==> config.mk <==
export PLATFORM = sky130hd
export DESIGN_NAME = vram_block_dma
export DESIGN_NICKNAME = d
export VERILOG_FILES = /design/src/rtl/vdma_pkg.sv /design/src/rtl/vdma_rise.sv /design/src/rtl/vdma_regs.sv /design/src/rtl/vdma_mover.sv /design/src/rtl/vram_block_dma.sv
export SDC_FILE = /design/constraint.sdc
export NUM_CORES = 1
export LEC_CHECK = 0
export BUFFER_PORTS_ARGS = -buffer_cell sky130_fd_sc_hd__buf_2
export CORE_ASPECT_RATIO = 1.4
export CORE_MARGIN = 10
export CORE_UTILIZATION = 36
export CTS_CLUSTER_DIAMETER = 120
export DETAILED_ROUTE_END_ITERATION = 8
export PLACE_DENSITY_LB_ADDON = 0.15
export SKIP_LAST_GASP = 1
export SLEW_MARGIN = 15
export SYNTH_ARGS = -nofsm -noshare
export SYNTH_HDL_FRONTEND = slang
export SYNTH_SLANG_ARGS = --single-unit
==> constraint.sdc <==
create_clock -name clk -period 2.15 [get_ports clk]
set_input_delay 0.3225 -clock clk [delete_from_list [all_inputs] [get_ports clk]]
set_output_delay 0.3225 -clock clk [all_outputs]
set_load 0.05 [all_outputs]
==> src/rtl/vdma_pkg.sv <==
package vdma_pkg;
  localparam int BLK_LOG2 = 4;
  localparam int ADDR_W   = 16;
  localparam int SRC_W    = ADDR_W - BLK_LOG2;
  localparam int DST_W    = 13 - BLK_LOG2;
  localparam int CNT_W    = 7;

  localparam logic [2:0] RA_SRC_HI = 3'd0;
  localparam logic [2:0] RA_SRC_LO = 3'd1;
  localparam logic [2:0] RA_DST_HI = 3'd2;
  localparam logic [2:0] RA_DST_LO = 3'd3;
  localparam logic [2:0] RA_CTRL   = 3'd4;

  typedef enum logic {XFER_BURST = 1'b0, XFER_LINE = 1'b1} xfer_mode_e;
endpackage

==> src/rtl/vdma_rise.sv <==
module vdma_rise (
  input  logic clk,
  input  logic rst_n,
  input  logic level,
  output logic rise
);
  logic prev_q;

  always_ff @(posedge clk or negedge rst_n) begin
    if (!rst_n) prev_q <= 1'b0;
    else        prev_q <= level;
  end

  assign rise = level & ~prev_q;
endmodule

==> src/rtl/vdma_regs.sv <==
module vdma_regs
  import vdma_pkg::*;
(
  input  logic             clk,
  input  logic             rst_n,
  input  logic             wr_en,
  input  logic [2:0]       addr,
  input  logic [7:0]       wr_data,
  output logic [7:0]       rd_data,
  input  logic             lock,
  input  logic             block_done,
  output logic [SRC_W-1:0] src_blk,
  output logic [DST_W-1:0] dst_blk,
  output logic             active,
  output xfer_mode_e       mode,
  output logic [CNT_W-1:0] remain
);
  localparam int LO_W = 8 - BLK_LOG2;

  always_ff @(posedge clk or negedge rst_n) begin
    if (!rst_n) begin
      src_blk <= '0;
      dst_blk <= '0;
      active  <= 1'b0;
      mode    <= XFER_BURST;
      remain  <= '1;
    end else begin
      if (block_done) begin
        src_blk <= src_blk + 1'b1;
        dst_blk <= dst_blk + 1'b1;
        remain  <= remain - 1'b1;
        if (remain == '0) active <= 1'b0;
      end
      if (wr_en && !lock) begin
        case (addr)
          RA_SRC_HI: src_blk[SRC_W-1:LO_W] <= wr_data;
          RA_SRC_LO: src_blk[LO_W-1:0]     <= wr_data[7:BLK_LOG2];
          RA_DST_HI: dst_blk[DST_W-1:LO_W] <= wr_data[DST_W-LO_W-1:0];
          RA_DST_LO: dst_blk[LO_W-1:0]     <= wr_data[7:BLK_LOG2];
          RA_CTRL: begin
            if (active && mode == XFER_LINE) begin
              if (!wr_data[7]) active <= 1'b0;
            end else begin
              remain <= wr_data[CNT_W-1:0];
              mode   <= xfer_mode_e'(wr_data[7]);
              active <= 1'b1;
            end
          end
          default: ;
        endcase
      end
    end
  end

  always_comb begin
    case (addr)
      RA_SRC_HI: rd_data = src_blk[SRC_W-1:LO_W];
      RA_SRC_LO: rd_data = {src_blk[LO_W-1:0], {BLK_LOG2{1'b0}}};
      RA_DST_HI: rd_data = {3'b100, dst_blk[DST_W-1:LO_W]};
      RA_DST_LO: rd_data = {dst_blk[LO_W-1:0], {BLK_LOG2{1'b0}}};
      RA_CTRL:   rd_data = {~active, remain};
      default:   rd_data = 8'hFF;
    endcase
  end


  remain_wrap_chk: assert property (@(posedge clk) disable iff (!rst_n)
    (block_done && remain == '0) |=> (!active && remain == '1));


  locked_write_chk: assert property (@(posedge clk) disable iff (!rst_n)
    (lock && wr_en && !block_done) |=> ($stable(src_blk) && $stable(dst_blk) && $stable(mode)));
endmodule

==> src/rtl/vdma_mover.sv <==
module vdma_mover
  import vdma_pkg::*;
(
  input  logic              clk,
  input  logic              rst_n,
  input  logic              start,
  input  logic [SRC_W-1:0]  src_blk,
  input  logic [DST_W-1:0]  dst_blk,
  output logic              busy,
  output logic              block_done,
  output logic              rd_en,
  output logic [ADDR_W-1:0] rd_addr,
  output logic              wr_en,
  output logic [ADDR_W-1:0] wr_addr
);
  logic [BLK_LOG2:0] step;
  logic              last;

  assign last       = step[BLK_LOG2];
  assign rd_en      = busy & ~last;
  assign rd_addr    = {src_blk, step[BLK_LOG2-1:0]};
  assign block_done = busy & last;

  always_ff @(posedge clk or negedge rst_n) begin
    if (!rst_n) begin
      busy    <= 1'b0;
      step    <= '0;
      wr_en   <= 1'b0;
      wr_addr <= '0;
    end else begin
      wr_en   <= rd_en;
      wr_addr <= {3'b100, dst_blk, step[BLK_LOG2-1:0]};
      if (!busy) begin
        if (start) begin
          busy <= 1'b1;
          step <= '0;
        end
      end else if (last) begin
        busy <= 1'b0;
      end else begin
        step <= step + 1'b1;
      end
    end
  end


  wr_follows_rd_chk: assert property (@(posedge clk) disable iff (!rst_n)
    rd_en |=> (wr_en && wr_addr[BLK_LOG2-1:0] == $past(rd_addr[BLK_LOG2-1:0])));


  done_ends_busy_chk: assert property (@(posedge clk) disable iff (!rst_n)
    block_done |=> !busy);
endmodule

==> src/rtl/vram_block_dma.sv <==
module vram_block_dma
  import vdma_pkg::*;
(
  input  logic        clk,
  input  logic        rst_n,
  input  logic        reg_wr,
  input  logic [2:0]  reg_addr,
  input  logic [7:0]  reg_wdata,
  output logic [7:0]  reg_rdata,
  output logic        src_rd_en,
  output logic [15:0] src_rd_addr,
  input  logic [7:0]  src_rd_data,
  output logic        vram_wr_en,
  output logic [15:0] vram_wr_addr,
  output logic [7:0]  vram_wr_data,
  input  logic        hblank,
  input  logic        line_visible,
  output logic        cpu_stall
);
  logic [SRC_W-1:0] src_blk;
  logic [DST_W-1:0] dst_blk;
  logic             active, busy, block_done, hb_rise, ctrl_wr, start;
  logic [CNT_W-1:0] remain;
  xfer_mode_e       mode;

  assign ctrl_wr   = reg_wr && reg_addr == RA_CTRL;
  assign cpu_stall = busy | (active & (mode == XFER_BURST));
  assign start     = active & ~busy &
                     ((mode == XFER_BURST) | (hb_rise & line_visible & ~ctrl_wr));
  assign vram_wr_data = src_rd_data;

  vdma_rise u_rise (
    .clk   (clk),
    .rst_n (rst_n),
    .level (hblank),
    .rise  (hb_rise)
  );

  vdma_regs u_regs (
    .clk        (clk),
    .rst_n      (rst_n),
    .wr_en      (reg_wr),
    .addr       (reg_addr),
    .wr_data    (reg_wdata),
    .rd_data    (reg_rdata),
    .lock       (cpu_stall),
    .block_done (block_done),
    .src_blk    (src_blk),
    .dst_blk    (dst_blk),
    .active     (active),
    .mode       (mode),
    .remain     (remain)
  );

  vdma_mover u_mover (
    .clk        (clk),
    .rst_n      (rst_n),
    .start      (start),
    .src_blk    (src_blk),
    .dst_blk    (dst_blk),
    .busy       (busy),
    .block_done (block_done),
    .rd_en      (src_rd_en),
    .rd_addr    (src_rd_addr),
    .wr_en      (vram_wr_en),
    .wr_addr    (vram_wr_addr)
  );


  stall_covers_write_chk: assert property (@(posedge clk) disable iff (!rst_n)
    vram_wr_en |-> cpu_stall);


  dst_window_chk: assert property (@(posedge clk) disable iff (!rst_n)
    vram_wr_en |-> (vram_wr_addr[15:13] == 3'b100));


  line_start_chk: assert property (@(posedge clk) disable iff (!rst_n)
    ($rose(busy) && mode == XFER_LINE) |-> $past(hb_rise && line_visible));
endmodule

Word level (Yosys, flattened, before mapping)
Index checks and enable logic that the tools add are counted.

Muxes and demuxes: 25. Equality and inequality tests: 5. Reduce and logical (&&, ||, !) cells: 9. $add $sub $neg: 4. Bitwise gates (word level): 17.

Operators with widths (number): one-hot mux 8 bit (5 select lines) (1); 2-to-1 mux 7 bit (4); 2-to-1 mux 12 bit (2); 2-to-1 mux 5 bit (4); 2-to-1 mux 9 bit (2); adder 12 x 1 -> 12 bit, second input constant (1); adder 9 x 1 -> 9 bit, second input constant (1); 2-to-1 mux 1 bit (9); bitwise AND 1 bit (8); 2-to-1 mux 4 bit (2); 2-to-1 mux 8 bit (1); zero test 7 bit (1); inverter 1 bit (7); subtractor 7 x 1 -> 7 bit, second input constant (1); equality test 3 x 2 -> 1 bit, second input constant (2); adder 5 x 1 -> 5 bit, second input constant (1); equality test 3 x 1 -> 1 bit, second input constant (1); equality test 3 bit, second input constant (1); logical AND 1 bit (3); zero test 3 bit (1); AND reduction 3 bit (1); != test 2 bit, second input constant (1); OR 1 bit (2); AND reduction 2 bit (1); other kinds (2) (2).

Input bits: 24. Output and inout bits: 51. Register bits after elaboration: 52.

Longest topological paths before layout
Depth after elaboration: 8. Depth in mapped cells: 6. Gate-level depth less buffers: 6.

Cells and area by module
From an unflattened synthesis, not the netlist that was laid out.

Cells, all modules: 294. Area, all modules: 2887.8 um^2.

Modules (own cells, without submodules): vdma_regs (times used 1, cells each 218, area each 1941.9 um^2, seq. area each 759.5 um^2); vdma_mover (times used 1, cells each 61, area each 798.3 um^2, seq. area each 525.5 um^2); vram_block_dma (times used 1, cells each 13, area each 108.9 um^2, seq. area each 0.0 um^2); vdma_rise (times used 1, cells each 2, area each 38.8 um^2, seq. area each 25.0 um^2).

Worst setup path after synthesis
OpenSTA, ideal clock, no wires.

Path type: input port to output port. From: input port reg_addr[1]. To: output port reg_rdata[4]. Cell stages on the path: 4. Setup slack: 13 ps. Data required time: 1827 ps. Data arrival time: 1814 ps. Path buffers: 2. Cells stage by stage: buf_1 > clkbuf_1 > a211oi_1 > a21oi_1.

Cells in the longest elaborated chain, start to end: 2. Elaborated cells between the ends (all ways): 6. Classes of those cells: eq/ne: 4; mux: 1; reduce/logical: 1.

RTL lines: start, declared (line vram_block_dma.sv:7) `input logic [2:0] reg_addr,`; equality test 3 bit (tied with other cells) (line vdma_regs.sv:56) `case (addr)`; one-hot mux 8 bit (5 select lines) * (line vdma_regs.sv:56); end, declared (line vram_block_dma.sv:9) `output logic [7:0] reg_rdata,`.

Every way passes the cells marked *; elsewhere a longest branch is shown, timed or not.

Worst setup path in the final report
From: register u_regs.src_blk[9]. To: output port reg_rdata[5].

Cells in the longest elaborated chain, start to end: 1.

RTL lines: start, declared (line vdma_regs.sv:12) `output logic [SRC_W-1:0] src_blk,`; start signal, assigned (line vdma_regs.sv:29) `src_blk <= src_blk + 1'b1;`; start signal, assigned by index (line vdma_regs.sv:36) `RA_SRC_HI: src_blk[SRC_W-1:LO_W] <= wr_data;`; start signal, assigned by index (line vdma_regs.sv:37) `RA_SRC_LO: src_blk[LO_W-1:0] <= wr_data[7:BLK_LOG2];`; one-hot mux 8 bit (5 select lines) (line vdma_regs.sv:56).

No other way between the ends.

==> reports/results.tsv <==
stage	metric	value	unit
layout	ant diodes	0	
global_route	number of global-route vias before repair	2218	
synth	Yosys reg bits	52	
power	part of the power in registers	0.367	
sta	normalized max-slew margin	0.639	
sta	Final period util	0.941	
layout	Filler cells	775	
clock_tree	clk root buf	clkbuf_8	
sta	Setup TNS	0	ns
clock_tree	CTS sink count	52	
routing	DRT Pass-1 Iters	4	
synth	leading post-synthesis cells by cell area	dfrtp_1, mux2_2, dfstp_2, xnor2_1, buf_4	
routing	via count	2154	
power	VDD IR max	900	uV
power	switching share of power	0.505	
global_route	antenna violations before repair	0	
layout	highest-count cells in the layout ignoring fill and taps	buf_2, dfrtp_1, nand2_1, mux2_2	
sta	final hold violations	0	
global_route	total track usage	0.125	
synth	post-synthesis async set-or-reset flop share	1.00	
power	Clock power frac	0.130	
layout	share of cells above drive strength 1	0.326	
synth	area leader, netlist	dfrtp_1	
synth	post-synthesis simple-gate area fraction	0.188	
worst_setup_path	Crit Path Class	reg -> out	
place	dpl hpwl	5640	um
worst_setup_path	largest fanout on the critical path	5	
synth	largest family of logic cells by synthesized area	simple AND/OR/NAND/NOR gates	
power	Pwr Density	1680	nW/um2
global_route	global-route wire length before repair	11800	um
floorplanning	die area	12000	um2
flow_run	MaxCap Viol Count	0	
worst_setup_path	CP max-delay cell	dfrtp_1	
worst_setup_path	CP bufs+invs	1	
synth	post-synth top area share	0.393	
floorplanning	Die W	95.4	um
power	Power Internal	0.00274	W
routing	antenna-violating nets left	0	
synth	synth warn	0	
floorplanning	# IOs	75	
power	P_sw	0.00280	W
floorplanning	die height	126	um
sta	Peak Freq	494	MHz
clock_tree	insertion delay to the later sink of the worst-skew pair	0.31	ns
sta	Final Skew	0.00656	ns
layout	commonest non-fill, non-tap cell in the layout	buf_2	
synth	synthesized area	2860	um2
worst_setup_path	most frequent CP cell	mux2_2	
routing	DRC Markers	0	
sta	setup violators final	0	
synth	xor/xnor cell area share of the yosys netlist	0.0765	
sta	min Tclk post-route	2.02	ns
worst_setup_path	startpoint types	flip-flop	
synth	synthesized area per cell	10.3	um2
place	port bufs	56	
worst_setup_path	CP arrival	1.70	ns
floorplanning	initial core utilization	0.370	
synth	cells after synthesis	277	
clock_tree	TritonCTS buffer count	5	
synth	Synth Flop Type	dfrtp_1	
worst_hold_path	Hold/Removal Path Class	in -> reg	
worst_setup_path	Crit. End Element	primary output	
floorplanning	# rows	38	
synth	post-synthesis sequential area ratio	0.457	
sta	Slew Viols, Final	0	
synth	post-synthesis mux area share	0.0856	
layout	NumNets Final	353	
power	Leak	1.40	nW
worst_setup_path	CP required	1.83	ns
sta	RSZ-0062 raised after global routing	no	
clock_tree	H-tree depth	2	
clock_tree	Clock Tree Buf Depth	2	
layout	area delta synth->final	15.3	%
worst_setup_path	Crit path max-delay family	multiplexers	
floorplanning	core area	7750	um2
routing	Routed WL	7450	um
routing	DR iter-0 viols	79	
clock_tree	CTS clk-pin slew, worst paths	0.09	ns
power	Gate power share	0.503	
power	total power	0.00555	W
synth	Compound-Gate Fraction of Synth Area	0.0987	
synth	Distinct cells, synth	42	
clock_tree	CTS tree	done	
sta	Worst Hold Margin	0.133	ns
worst_setup_path	CP max stage delay	0.46	ns
sta	worst-margin pin slew	0.539	ns
global_route	largest net degree at the start of global routing	53	
worst_setup_path	CP Cell Sequence	mux2_2 -> mux2_2 -> o22a_1 -> buf_2	
synth	Synth Area in Adders	0.0218	
run_status	status	finished, final reports clean	
place	RePlAce Congestion	0.805	
global_route	GRT overflow	0	
synth	Post-synth EDFFs	0	
routing	WL per Instance	17.5	um
routing	Via density	5.07	
[kinds of logic (layout without fill, tap and decap cells)]
group,after synthesis,in the layout
AOI/OAI and AO/OA,45,45
xor gates and xnor gates,25,25
adders and majority gates,5,5
buffers and inverters,33,80
DFF,52,52
muxes,22,22
other,2,3
and+or+nand+nor,93,93
[power by group through the flow]
stage | logic, W | clock network (W) | registers, W
final | 0.00279 | 0.000721 | 0.00204
after global placement | 0.00279 | 0 | 0.00206
after detailed placement | 0.00281 | 0 | 0.00207
after floorplan | 0.00146 | 0 | 0.00270
after CTS | 0.00282 | 0.000740 | 0.00205
after global routing | 0.00301 | 0.000766 | 0.00212
[synthesized netlist by cell type (all sizes together) (4+ instances only)]
| cell | count |
|---|---|
| a21oi | 11 |
| buf | 21 |
| clkbuf | 4 |
| dfrtp | 45 |
| dfstp | 7 |
| ha | 5 |
| inv | 8 |
| mux2 | 20 |
| nand2 | 29 |
| nand2b | 7 |
| nand3 | 7 |
| nand4 | 8 |
| nand4b | 4 |
| nor2 | 12 |
| nor2b | 4 |
| nor4 | 5 |
| o21ai | 17 |
| o22a | 10 |
| xnor2 | 16 |
| xor2 | 9 |
[stage by stage]
| step | instances | util | instance area, um2 | worst slack (ns) |
|---|---|---|---|---|
| global placement | 416 | 0.409 | 3170 | 0.306 |
| global route | 425 | 0.426 | 3300 | 0.0490 |
| detailed placement | 416 | 0.409 | 3170 | 0.286 |
| CTS | 425 | 0.426 | 3300 | 0.112 |
| finish | 425 | 0.426 | 3300 | 0.126 |
| floorplan | 278 | - | 2870 | 0.0134 |
[worst reg2reg max path, cell delays in order (launching register included)]
cell      delay, ns
dfrtp_1        0.57
nand2b_1       0.29
nor2_1         0.46
mux2_2         0.40
[worst paths after layout]
kind | slack, ns | start | cells after the start | to
worst min register to register | 0.38 | u_regs.dst_blk[6] | 0 | u_mover.wr_addr[10]
worst max register to register | 0.34 | u_mover.busy | 3 | u_regs.dst_blk[5]
min in group asynchronous | 0.52 | rst_n | 3 | u_mover.wr_addr[5]
worst max-delay path | 0.13 | u_regs.src_blk[9] | 4 | reg_rdata[5]
worst min-delay path | 0.13 | hblank | 1 | u_rise.prev_q
max in group asynchronous | 1.33 | rst_n | 3 | u_regs.remain[5]
[layer usage]
layer  up-vias  global-route usage  share of wire
met4         0              0.0444          0.020
met2        73               0.202           0.47
met5         -                   0              0
met1      1028               0.151           0.44
met3         9              0.0401          0.071
li1       1044                   -              -
[state kept, by name (all words and copies together), names as in the netlist]
signal and flops:
u_mover.busy 1, u_mover.step 5, u_mover.wr_addr 14, u_mover.wr_en 1
u_regs.active 1, u_regs.dst_blk 9, u_regs.mode 1, u_regs.remain 7
u_regs.src_blk 12, u_rise.prev_q 1
[timing repair]
action	CTS	global route
hold buffers	1	0
endpoints found under the hold margin	12	0
gates resized for setup	0	0
buffers inserted	0	0
[layout make-up]
type | instances | area (um2) | area share
repair buffers | 64 | 355 | 0.108
clock inverters | 2 | 38.8 | 0.0117
multi-input cells | 193 | 1360 | 0.412
flip-flops and latches | 52 | 1310 | 0.397
clock buffers | 6 | 82.6 | 0.0250
inverters | 8 | 30.0 | 0.00909
well taps | 100 | 125 | 0.0379
No activity file was read; power rests on OpenSTA's default activity.
